## config.mk

```make
export PLATFORM = sky130hd
export DESIGN_NAME = dcs_chain_slave
export DESIGN_NICKNAME = d
export VERILOG_FILES = /design/src/rtl/dcs_pkg.sv /design/src/rtl/dcs_edge_sync.sv /design/src/rtl/dcs_shifter.sv /design/src/rtl/dcs_regfile.sv /design/src/rtl/dcs_chain_slave.sv
export SDC_FILE = /design/constraint.sdc
export NUM_CORES = 1
export LEC_CHECK = 0
export CAP_MARGIN = 20
export CORE_ASPECT_RATIO = 0.7
export CORE_MARGIN = 2
export CORE_UTILIZATION = 60
export DETAILED_ROUTE_END_ITERATION = 8
export GPL_TIMING_DRIVEN = 0
export HOLD_SLACK_MARGIN = 0.12
export PLACE_DENSITY = 0.77
export SKIP_LAST_GASP = 1
export SYNTH_ARGS = -nofsm -noshare
export SYNTH_HDL_FRONTEND = slang
export SYNTH_SLANG_ARGS = --single-unit
```

## constraint.sdc

```tcl
create_clock -name clk -period 1.85 [get_ports clk]
set_input_delay 0.555 -clock clk [delete_from_list [all_inputs] [get_ports clk]]
set_output_delay 0.555 -clock clk [all_outputs]
set_load 0.005 [all_outputs]
```

## src/rtl/dcs_pkg.sv

```systemverilog
package dcs_pkg;

    localparam int OP_W    = 3;
    localparam int ADDR_W  = 5;
    localparam int DATA_W  = 8;
    localparam int INSTR_W = OP_W + ADDR_W;
    localparam int FRAME_W = INSTR_W + DATA_W;
    localparam int CNT_W   = $clog2(FRAME_W);

    localparam logic [OP_W-1:0] OP_NOP   = 3'b000;
    localparam logic [OP_W-1:0] OP_READ  = 3'b001;
    localparam logic [OP_W-1:0] OP_WRITE = 3'b010;
    localparam logic [OP_W-1:0] REPLY_TAG = 3'b111;

    localparam logic [ADDR_W-1:0] ADDR_WIPER0 = 5'b00000;
    localparam logic [ADDR_W-1:0] ADDR_WIPER1 = 5'b00001;
    localparam logic [ADDR_W-1:0] ADDR_CTRL   = 5'b10000;

    localparam logic [DATA_W-1:0] WIPER_RST = 8'h80;
    localparam logic [DATA_W-1:0] CTRL_RST  = 8'h40;

    typedef logic [FRAME_W-1:0] frame_t;

    typedef struct packed {
        logic [DATA_W-1:0] wiper0;
        logic [DATA_W-1:0] wiper1;
        logic [DATA_W-1:0] ctrl;
    } regs_t;

    // fields of a frame as it is left in the shift register
    function automatic logic [OP_W-1:0] frame_op(input frame_t f);
        return f[FRAME_W-1 -: OP_W];
    endfunction

    function automatic logic [ADDR_W-1:0] frame_addr(input frame_t f);
        return f[DATA_W +: ADDR_W];
    endfunction

    function automatic logic [DATA_W-1:0] frame_data(input frame_t f);
        return f[DATA_W-1:0];
    endfunction

endpackage

```

## src/rtl/dcs_edge_sync.sv

```systemverilog
module dcs_edge_sync #(
    parameter int          WIDTH   = 3,
    parameter int          STAGES  = 2,
    parameter logic [WIDTH-1:0] RST_VAL = '0
) (
    input  logic             clk,
    input  logic             rst_n,
    input  logic [WIDTH-1:0] din,
    output logic [WIDTH-1:0] level,
    output logic [WIDTH-1:0] rise,
    output logic [WIDTH-1:0] fall
);
    // STAGES synchronizing flops plus one history flop for edge detection
    localparam int DEPTH = STAGES + 1;

    logic [DEPTH-1:0][WIDTH-1:0] pipe_d, pipe_q;

    always_comb begin
        pipe_d = pipe_q;
        pipe_d[0] = din;
        for (int s = 1; s < DEPTH; s++) begin
            pipe_d[s] = pipe_q[s-1];
        end
    end

    always_ff @(posedge clk or negedge rst_n) begin
        if (!rst_n) begin
            pipe_q <= {DEPTH{RST_VAL}};
        end else begin
            pipe_q <= pipe_d;
        end
    end

    for (genvar b = 0; b < WIDTH; b++) begin : g_edge
        assign level[b] = pipe_q[STAGES-1][b];
        assign rise[b]  =  pipe_q[STAGES-1][b] & ~pipe_q[STAGES][b];
        assign fall[b]  = ~pipe_q[STAGES-1][b] &  pipe_q[STAGES][b];
    end

endmodule

```

## src/rtl/dcs_shifter.sv

```systemverilog
module dcs_shifter
    import dcs_pkg::*;
(
    input  logic   clk,
    input  logic   rst_n,
    input  logic   sel,         // chip select asserted (synchronized level)
    input  logic   sel_start,   // chip select just fell
    input  logic   sck_rise,
    input  logic   sck_fall,
    input  logic   sdi,
    input  logic   load_valid,
    input  frame_t load_word,
    output frame_t shift_word,
    output logic   frame_ok,
    output logic   sdo
);

    typedef struct packed {
        frame_t           sr;
        logic [CNT_W-1:0] cnt;
        logic             any;
        logic             sdo;
    } shift_state_t;

    shift_state_t st_d, st_q;

    always_comb begin
        st_d = st_q;
        if (sel_start) begin
            st_d.sr  = load_valid ? load_word : '0;
            st_d.cnt = '0;
            st_d.any = 1'b0;
            st_d.sdo = load_valid ? load_word[FRAME_W-1] : 1'b0;
        end else if (sel) begin
            if (sck_rise) begin
                st_d.sr  = {st_q.sr[FRAME_W-2:0], sdi};
                st_d.cnt = (st_q.cnt == CNT_W'(FRAME_W-1)) ? '0 : st_q.cnt + 1'b1;
                st_d.any = 1'b1;
            end
            if (sck_fall) begin
                st_d.sdo = st_q.sr[FRAME_W-1];
            end
        end
    end

    always_ff @(posedge clk or negedge rst_n) begin
        if (!rst_n) begin
            st_q <= '0;
        end else begin
            st_q <= st_d;
        end
    end

    assign shift_word = st_q.sr;
    assign frame_ok   = st_q.any && (st_q.cnt == '0);
    assign sdo        = st_q.sdo;

endmodule

```

## src/rtl/dcs_regfile.sv

```systemverilog
module dcs_regfile
    import dcs_pkg::*;
(
    input  logic   clk,
    input  logic   rst_n,
    input  logic   commit,      // chip select rose after a whole number of frames
    input  frame_t cmd,
    input  logic   consume,     // chip select fell: pending reply is taken
    output regs_t  regs,
    output logic   pend_valid,
    output frame_t pend_word
);

    typedef struct packed {
        regs_t  regs;
        logic   pv;
        frame_t pw;
    } rf_state_t;

    rf_state_t st_d, st_q;

    logic [OP_W-1:0]   op;
    logic [ADDR_W-1:0] addr;
    logic [DATA_W-1:0] wdata;
    logic [DATA_W-1:0] rdata;

    always_comb begin
        op    = frame_op(cmd);
        addr  = frame_addr(cmd);
        wdata = frame_data(cmd);
        unique case (addr)
            ADDR_WIPER0: rdata = st_q.regs.wiper0;
            ADDR_WIPER1: rdata = st_q.regs.wiper1;
            ADDR_CTRL:   rdata = st_q.regs.ctrl;
            default:     rdata = '0;
        endcase
    end

    always_comb begin
        st_d = st_q;
        if (consume) begin
            st_d.pv = 1'b0;
        end
        if (commit) begin
            unique case (op)
                OP_WRITE: begin
                    unique case (addr)
                        ADDR_WIPER0: st_d.regs.wiper0 = wdata;
                        ADDR_WIPER1: st_d.regs.wiper1 = wdata;
                        ADDR_CTRL:   st_d.regs.ctrl   = wdata;
                        default:     ;
                    endcase
                end
                OP_READ: begin
                    st_d.pv = 1'b1;
                    st_d.pw = {REPLY_TAG, addr, rdata};
                end
                default: ;
            endcase
        end
    end

    always_ff @(posedge clk or negedge rst_n) begin
        if (!rst_n) begin
            st_q.regs.wiper0 <= WIPER_RST;
            st_q.regs.wiper1 <= WIPER_RST;
            st_q.regs.ctrl   <= CTRL_RST;
            st_q.pv          <= 1'b0;
            st_q.pw          <= '0;
        end else begin
            st_q <= st_d;
        end
    end

    assign regs       = st_q.regs;
    assign pend_valid = st_q.pv;
    assign pend_word  = st_q.pw;

endmodule

```

## src/rtl/dcs_chain_slave.sv

```systemverilog
module dcs_chain_slave
    import dcs_pkg::*;
#(
    parameter int SYNC_STAGES = 2
) (
    input  logic clk,
    input  logic rst_n,
    input  logic spi_cs_n,
    input  logic spi_sck,
    input  logic spi_sdi,
    output logic spi_sdo
);

    localparam int PIN_W = 3;
    localparam int IDX_CS  = 2;
    localparam int IDX_SCK = 1;
    localparam int IDX_SDI = 0;

    logic [PIN_W-1:0] pin_lvl, pin_rise, pin_fall;

    dcs_edge_sync #(
        .WIDTH  (PIN_W),
        .STAGES (SYNC_STAGES),
        .RST_VAL(3'b100)
    ) u_sync (
        .clk  (clk),
        .rst_n(rst_n),
        .din  ({spi_cs_n, spi_sck, spi_sdi}),
        .level(pin_lvl),
        .rise (pin_rise),
        .fall (pin_fall)
    );

    logic cs_fall, cs_rise, sel, sck_rise, sck_fall, sdi_s;

    assign sel      = ~pin_lvl[IDX_CS];
    assign cs_fall  = pin_fall[IDX_CS];
    assign cs_rise  = pin_rise[IDX_CS];
    assign sck_rise = pin_rise[IDX_SCK];
    assign sck_fall = pin_fall[IDX_SCK];
    assign sdi_s    = pin_lvl[IDX_SDI];

    frame_t shift_word, pend_word;
    logic   frame_ok, pend_valid, commit;
    regs_t  regs;

    assign commit = cs_rise & frame_ok;

    dcs_shifter u_shift (
        .clk       (clk),
        .rst_n     (rst_n),
        .sel       (sel),
        .sel_start (cs_fall),
        .sck_rise  (sck_rise),
        .sck_fall  (sck_fall),
        .sdi       (sdi_s),
        .load_valid(pend_valid),
        .load_word (pend_word),
        .shift_word(shift_word),
        .frame_ok  (frame_ok),
        .sdo       (spi_sdo)
    );

    dcs_regfile u_rf (
        .clk       (clk),
        .rst_n     (rst_n),
        .commit    (commit),
        .cmd       (shift_word),
        .consume   (cs_fall),
        .regs      (regs),
        .pend_valid(pend_valid),
        .pend_word (pend_word)
    );

endmodule

```

Word-level counts from Yosys, hierarchy flattened
Cells that the tools add are included.
{"block": "op_classes", "n_eq_ne": 6, "bitwise_logic": 9, "mux": 11, "n_addsub": 1, "reduce_logical": 11}
{"cell": "$mux W22", "n": 2}
{"cell": "$mux W17", "n": 2}
{"cell": "$pmux W8 S3", "n": 1}
{"cell": "$mux W21", "n": 1}
{"cell": "$mux W16", "n": 1}
{"cell": "$reduce_and A3 Y1", "n": 3}
{"cell": "$reduce_and A2 Y1", "n": 3}
{"cell": "$and A1 B1 Y1", "n": 5}
{"cell": "$eq A5 B1 Y1 const B", "n": 1}
{"cell": "$eq A5 B5 Y1 const B", "n": 1}
{"cell": "$logic_not A5 Y1", "n": 1}
{"cell": "$add A4 B1 Y4 const B", "n": 1}
{"cell": "$eq A4 B4 Y1 const B", "n": 1}
{"cell": "$logic_not A4 Y1", "n": 1}
{"cell": "$mux W4", "n": 1}
{"cell": "$not A1 Y1", "n": 4}
{"cell": "$reduce_bool A2 Y1", "n": 2}
{"cell": "$eq A3 B1 Y1 const B", "n": 1}
{"cell": "$eq A3 B2 Y1 const B", "n": 1}
{"cell": "$mux W1", "n": 3}
{"cell": "$ne A2 B2 Y1 const B", "n": 1}
{"cell": "$logic_and A1 B1 Y1", "n": 1}
{"block": "word_totals", "wordCells": 50, "regBits": 70, "inputBits": 5, "out_inout_bits": 1}

Logic depth before layout (Yosys ltp)
{"block": "logic_depth", "ltp_word": 5, "depth_mapped": 8, "ltp_nobuf": 6}

Cells and area by module
Synthesis repeated with hierarchy kept, for this count alone.
{"block": "hier_totals", "cells_unflattened": 269, "hier_area_um2": 3223.1}
{"mod": "dcs_regfile", "cells_each": 129, "seq_area_each_um2": 979.7, "instances": 1, "area_per_inst_um2": 1740.4}
{"mod": "dcs_shifter", "cells_each": 120, "seq_area_each_um2": 550.5, "instances": 1, "area_per_inst_um2": 1183.6}
{"mod": "dcs_edge_sync", "cells_each": 18, "seq_area_each_um2": 229.0, "instances": 1, "area_per_inst_um2": 289.0}
{"mod": "dcs_chain_slave", "cells_each": 2, "seq_area_each_um2": 0.0, "instances": 1, "area_per_inst_um2": 10.0}

Worst setup path after synthesis
No wires, ideal clock.
{"block": "synth_timing", "kind": "flip-flop to flip-flop", "from": "register u_shift.st_q[2] in the netlist's numbering", "to": "register, netlist name u_rf.regs[0]", "path_stages_with_launch": 7, "setup_ns": 0.125, "path_buffers": 1, "slack_ns": 0.238, "t_required_ns": 1.725, "synth_period_minus_slack_ns": 1.612, "arrival_time_ns": 1.487, "path_cell_list": "dfrtp_1 inv_1 ha_1 nor4bb_1 buf_2 nand4_2 mux2_2"}
{"block": "synth_via", "elab_chain_cells": 4}
{"item": "from (decl)", "line": "dcs_shifter.sv:25", "rtl": "shift_state_t st_d, st_q;"}
{"item": "from (signal assigned)", "line": "dcs_shifter.sv:50", "rtl": "st_q <= st_d;"}
{"item": "$logic_not A4 Y1", "line": "dcs_shifter.sv:55", "rtl": "assign frame_ok = st_q.any && (st_q.cnt == '0);"}
{"item": "$logic_and A1 B1 Y1", "line": "dcs_shifter.sv:55"}
{"item": "$and A1 B1 Y1", "line": "dcs_chain_slave.sv:47", "rtl": "assign commit = cs_rise & frame_ok;"}
{"item": "$reduce_and A3 Y1 (no source line)"}
No other way between the ends.
A chain may end at the register's enable or synchronous reset.

Worst setup path after layout
{"block": "layout_timing", "from": "register u_shift.st_q, in the netlist u_shift.shift_word[8]", "to": "register, netlist name u_rf.regs[17]"}
{"block": "layout_via", "elab_chain_cells": 2}
{"item": "$logic_not A5 Y1", "line": "dcs_regfile.sv:47", "rtl": "unique case (addr)"}
{"item": "$reduce_and A3 Y1 (no source line)"}
No other way between the ends.

==> results.yml <==
cts:
  path_clk_slew_ps: 70
  root_buffer: "clkbuf_8"
  holdBufCountCts: 0
  h-tree-depth: 3
  cts.sinks: 69
  clk_latency_ps: 350
  cts_buffers: 9
  cts.path.max_buffers: 2
  cts_tree: "yes"
sta:
  drv_slew: 0
  hold_viol_final: 0
  finalCritPeriodShare_pct: 96.0
  period_minus_slack_ps: 1780
  tightest_slew_ps: 842
  setup_viol: 0
  fmax_ghz: 0.563
  max_slew_margin_pct: 43.8
  finClkSkew_ps: 5.19
  finalSetupTns_ps: 0
grt:
  grt_max_degree: 70
  grt_pass1_vias: 1799
  grt_pass1_wl_um: 9420
  grt-ovfl-total: 0
  grt_usage_pct: 23.8
  antenna_found_initial: 0
floorplanning:
  rows: 21
  pin_count: 6
  core_um2: 4700
  initial_core_util_pct: 61.6
  dieArea_um2: 5410
  die_height_um: 62.1
  die_w_um: 87.1
synth:
  synth_area_leaders: "dfrtp_1 54%, mux2_2 10%, dfstp_2 5.4%, a222oi_1 3.5%, mux2i_1 3.1%"
  synth_top_area_share_pct: 54.4
  synth_cells: 236
  yosys.area.top_type: "dfrtp_1"
  synth_warnings: 0
  avgSynthCellArea_um2: 12.3
  yosysSeqAreaShare_pct: 59.8
  syn_nets: 243
  ys_ff_latch: 69
  ys_types: 36
  synth_area_um2: 2900
drt:
  drc: 0
  postRouteAntennaNets: 0
  viasPerCell: 5.97
  wl_um: 5560
  via_count: 1892
  drtPass1Iterations: 5
  routedWlPerCell_um: 17.5
  drt_iter0_drc: 187
layout:
  fillers: 335
  drive_gt1_share_pct: 28.1
  areaGrowthSynthToFinish_pct: 16.3
  nets: 262
  layout.cells.non_filler: 317
  diodes: 0
  final_core_util_pct: 71.6
  fin_area_um2: 3370
placement:
  post-place-cells: 298
  place_area_um2: 3020
  port_buffers: 5
  gp_congestion: 0.752
  dp_hpwl_um: 3500
setup_path:
  end_kind: "flip-flop"
  reg2reg_depth: 3
  path_max_fanout: 8
  arrival_ps: 2010
  critPathRequiredTime_ps: 2080
  critPathKind: "flip-flop to flip-flop"
  worstSetupStartpointType: "flip-flop"
job:
  maxCapViolCount: 0
pwr:
  p_per_area_nw_per_um2: 932
  vdd_drop_max_v: 0.000787
  leakagePower_nw: 1.66
  total_power_mw: 3.14
min_path:
  min_path_type: "primary input to async pin"
status:
  status: "complete, no violations"
[cell usage in the layout, fill, tap and decap left out, types with 2 or more instances in the layout]
cell and count:
dfrtp_1 61, mux2_2 25, nand2_1 21, a21oi_1 15
o21ai_0 15, inv_1 12, clkbuf_8 11, a222oi_1 10
nor2_1 10, mux2i_1 9, dfstp_2 6, buf_4 5
nand2b_1 4, clkdlybuf4s50_1 4, nor2b_1 3, buf_2 3
nand3_1 3, clkinvlp_4 3, inv_2 2, nor4b_1 2
a221o_1 2, clkbuf_2 2, clkbuf_1 2, nand4_4 2
mux2_4 2, nand4_1 2, ha_1 2, bufinv_16 2
dfrtp_2 2
[power by group]
group          leakage [nW]  internal, mW  total (mW)  switching [mW]
Combinational         0.625        0.0687       0.167          0.0986
Clock                 0.108         0.831        1.40           0.566
Sequential            0.923          1.55        1.58          0.0319
[cell type report]
| cell class | count | area (um^2) | area share [%] |
|---|---|---|---|
| Sequential cell | 69 | 1740 | 51.5 |
| Multi-Input combinational cell | 143 | 1130 | 33.6 |
| Buffer | 10 | 58.8 | 1.75 |
| Tap cell | 57 | 71.3 | 2.12 |
| Clock buffer | 11 | 151 | 4.49 |
| Inverter | 14 | 52.6 | 1.56 |
| Timing Repair Buffer | 8 | 82.6 | 2.45 |
| Clock inverter | 5 | 82.6 | 2.45 |
[kinds of logic after synthesis]
| logic type | after synthesis | share of synthesized area (%) |
|---|---|---|
| AO/OA/AOI/OAI | 48 | 10.8 |
| multiplexers | 36 | 13.6 |
| buffers and inverters | 24 | 3.41 |
| AND/OR/NAND/NOR | 57 | 11.4 |
| adder cells (fa/ha/maj) | 2 | 0.863 |
| flip-flops | 69 | 59.8 |
[through the flow]
stage / hold WS (ps) / setup WS (ps)
2_1_floorplan: 259 / 238
3_3_place_gp: 333 / -2020
3_5_place_dp: 336 / -122
4_1_cts: 333 / -91.8
5_1_grt: 358 / -23.7
6_report: 315 / 74.1
[synthesized netlist by cell type]
master and n:
mux2i_1 9, nor3_2 1, inv_1 13, dfstp_2 6, and3b_1 1, ha_1 2
nor4bb_1 1, clkbuf_1 5, inv_2 1, nor4b_1 3, a21o_1 1, a222oi_1 10
buf_4 1, o21bai_1 1, nor3b_4 1, nand3_2 1, nor3b_1 1, a31oi_1 1
nand3_1 3, mux2_2 27, nand2_1 21, nand4_1 2, and2_1 1, nand4_2 2
a221o_1 2, nor2_1 10, a221oi_1 1, and4b_1 1, nand2b_1 4, nand3b_2 1
o21ai_0 16, a22o_1 1, dfrtp_1 63, a21oi_1 15, nor2b_1 3, buf_2 4
[worst paths after layout]
kind	start	endpoint	slack, ps
setup / recovery	u_shift.shift_word[8]$_DFFE_PN0P_	u_rf.regs[17]$_DFFE_PN0P_	70
hold reg to reg	u_sync.pipe_d[3]$_DFF_PN0_	u_sync.level[0]$_DFF_PN0_	350
min in group clk	u_sync.pipe_d[3]$_DFF_PN0_	u_sync.level[0]$_DFF_PN0_	350
max in group asynchronous	rst_n	u_shift.st_q[3]$_DFFE_PN0P_	950
hold / removal	rst_n	u_sync.pipe_d[4]$_DFF_PN0_	320
setup reg to reg	u_shift.shift_word[8]$_DFFE_PN0P_	u_rf.regs[17]$_DFFE_PN0P_	70
[routing by layer]
metal | global-route usage, % | wire length (um)
met4 | 10.5 | 110
met2 | 30.6 | 2430
met3 | 7.18 | 280
met1 | 36.8 | 2740
met5 | 0 | 0
[worst max-delay path: stages, from the launching register on]
cell	delay, ps
dfrtp_1	460
nor4b_1	560
nand4_4	280
mux2_4	360
[what timing repair did]
item	CTS	global route
endpoints found under the setup margin	24	45
pin swaps	0	1
resized for setup	3	20
buffers inserted	0	3
[sequential cells by signal (all words and copies together) (netlist names)]
signal and cells:
u_rf.regs 24, u_shift.shift_word 16, u_rf.pend_word 14, u_shift.st_q 5, u_sync.level 3, u_sync.pipe_d 3
u_sync.pipe_q 2, u_rf.pend_valid 1, u_shift.sdo 1
(Power assumes the default switching activity.)
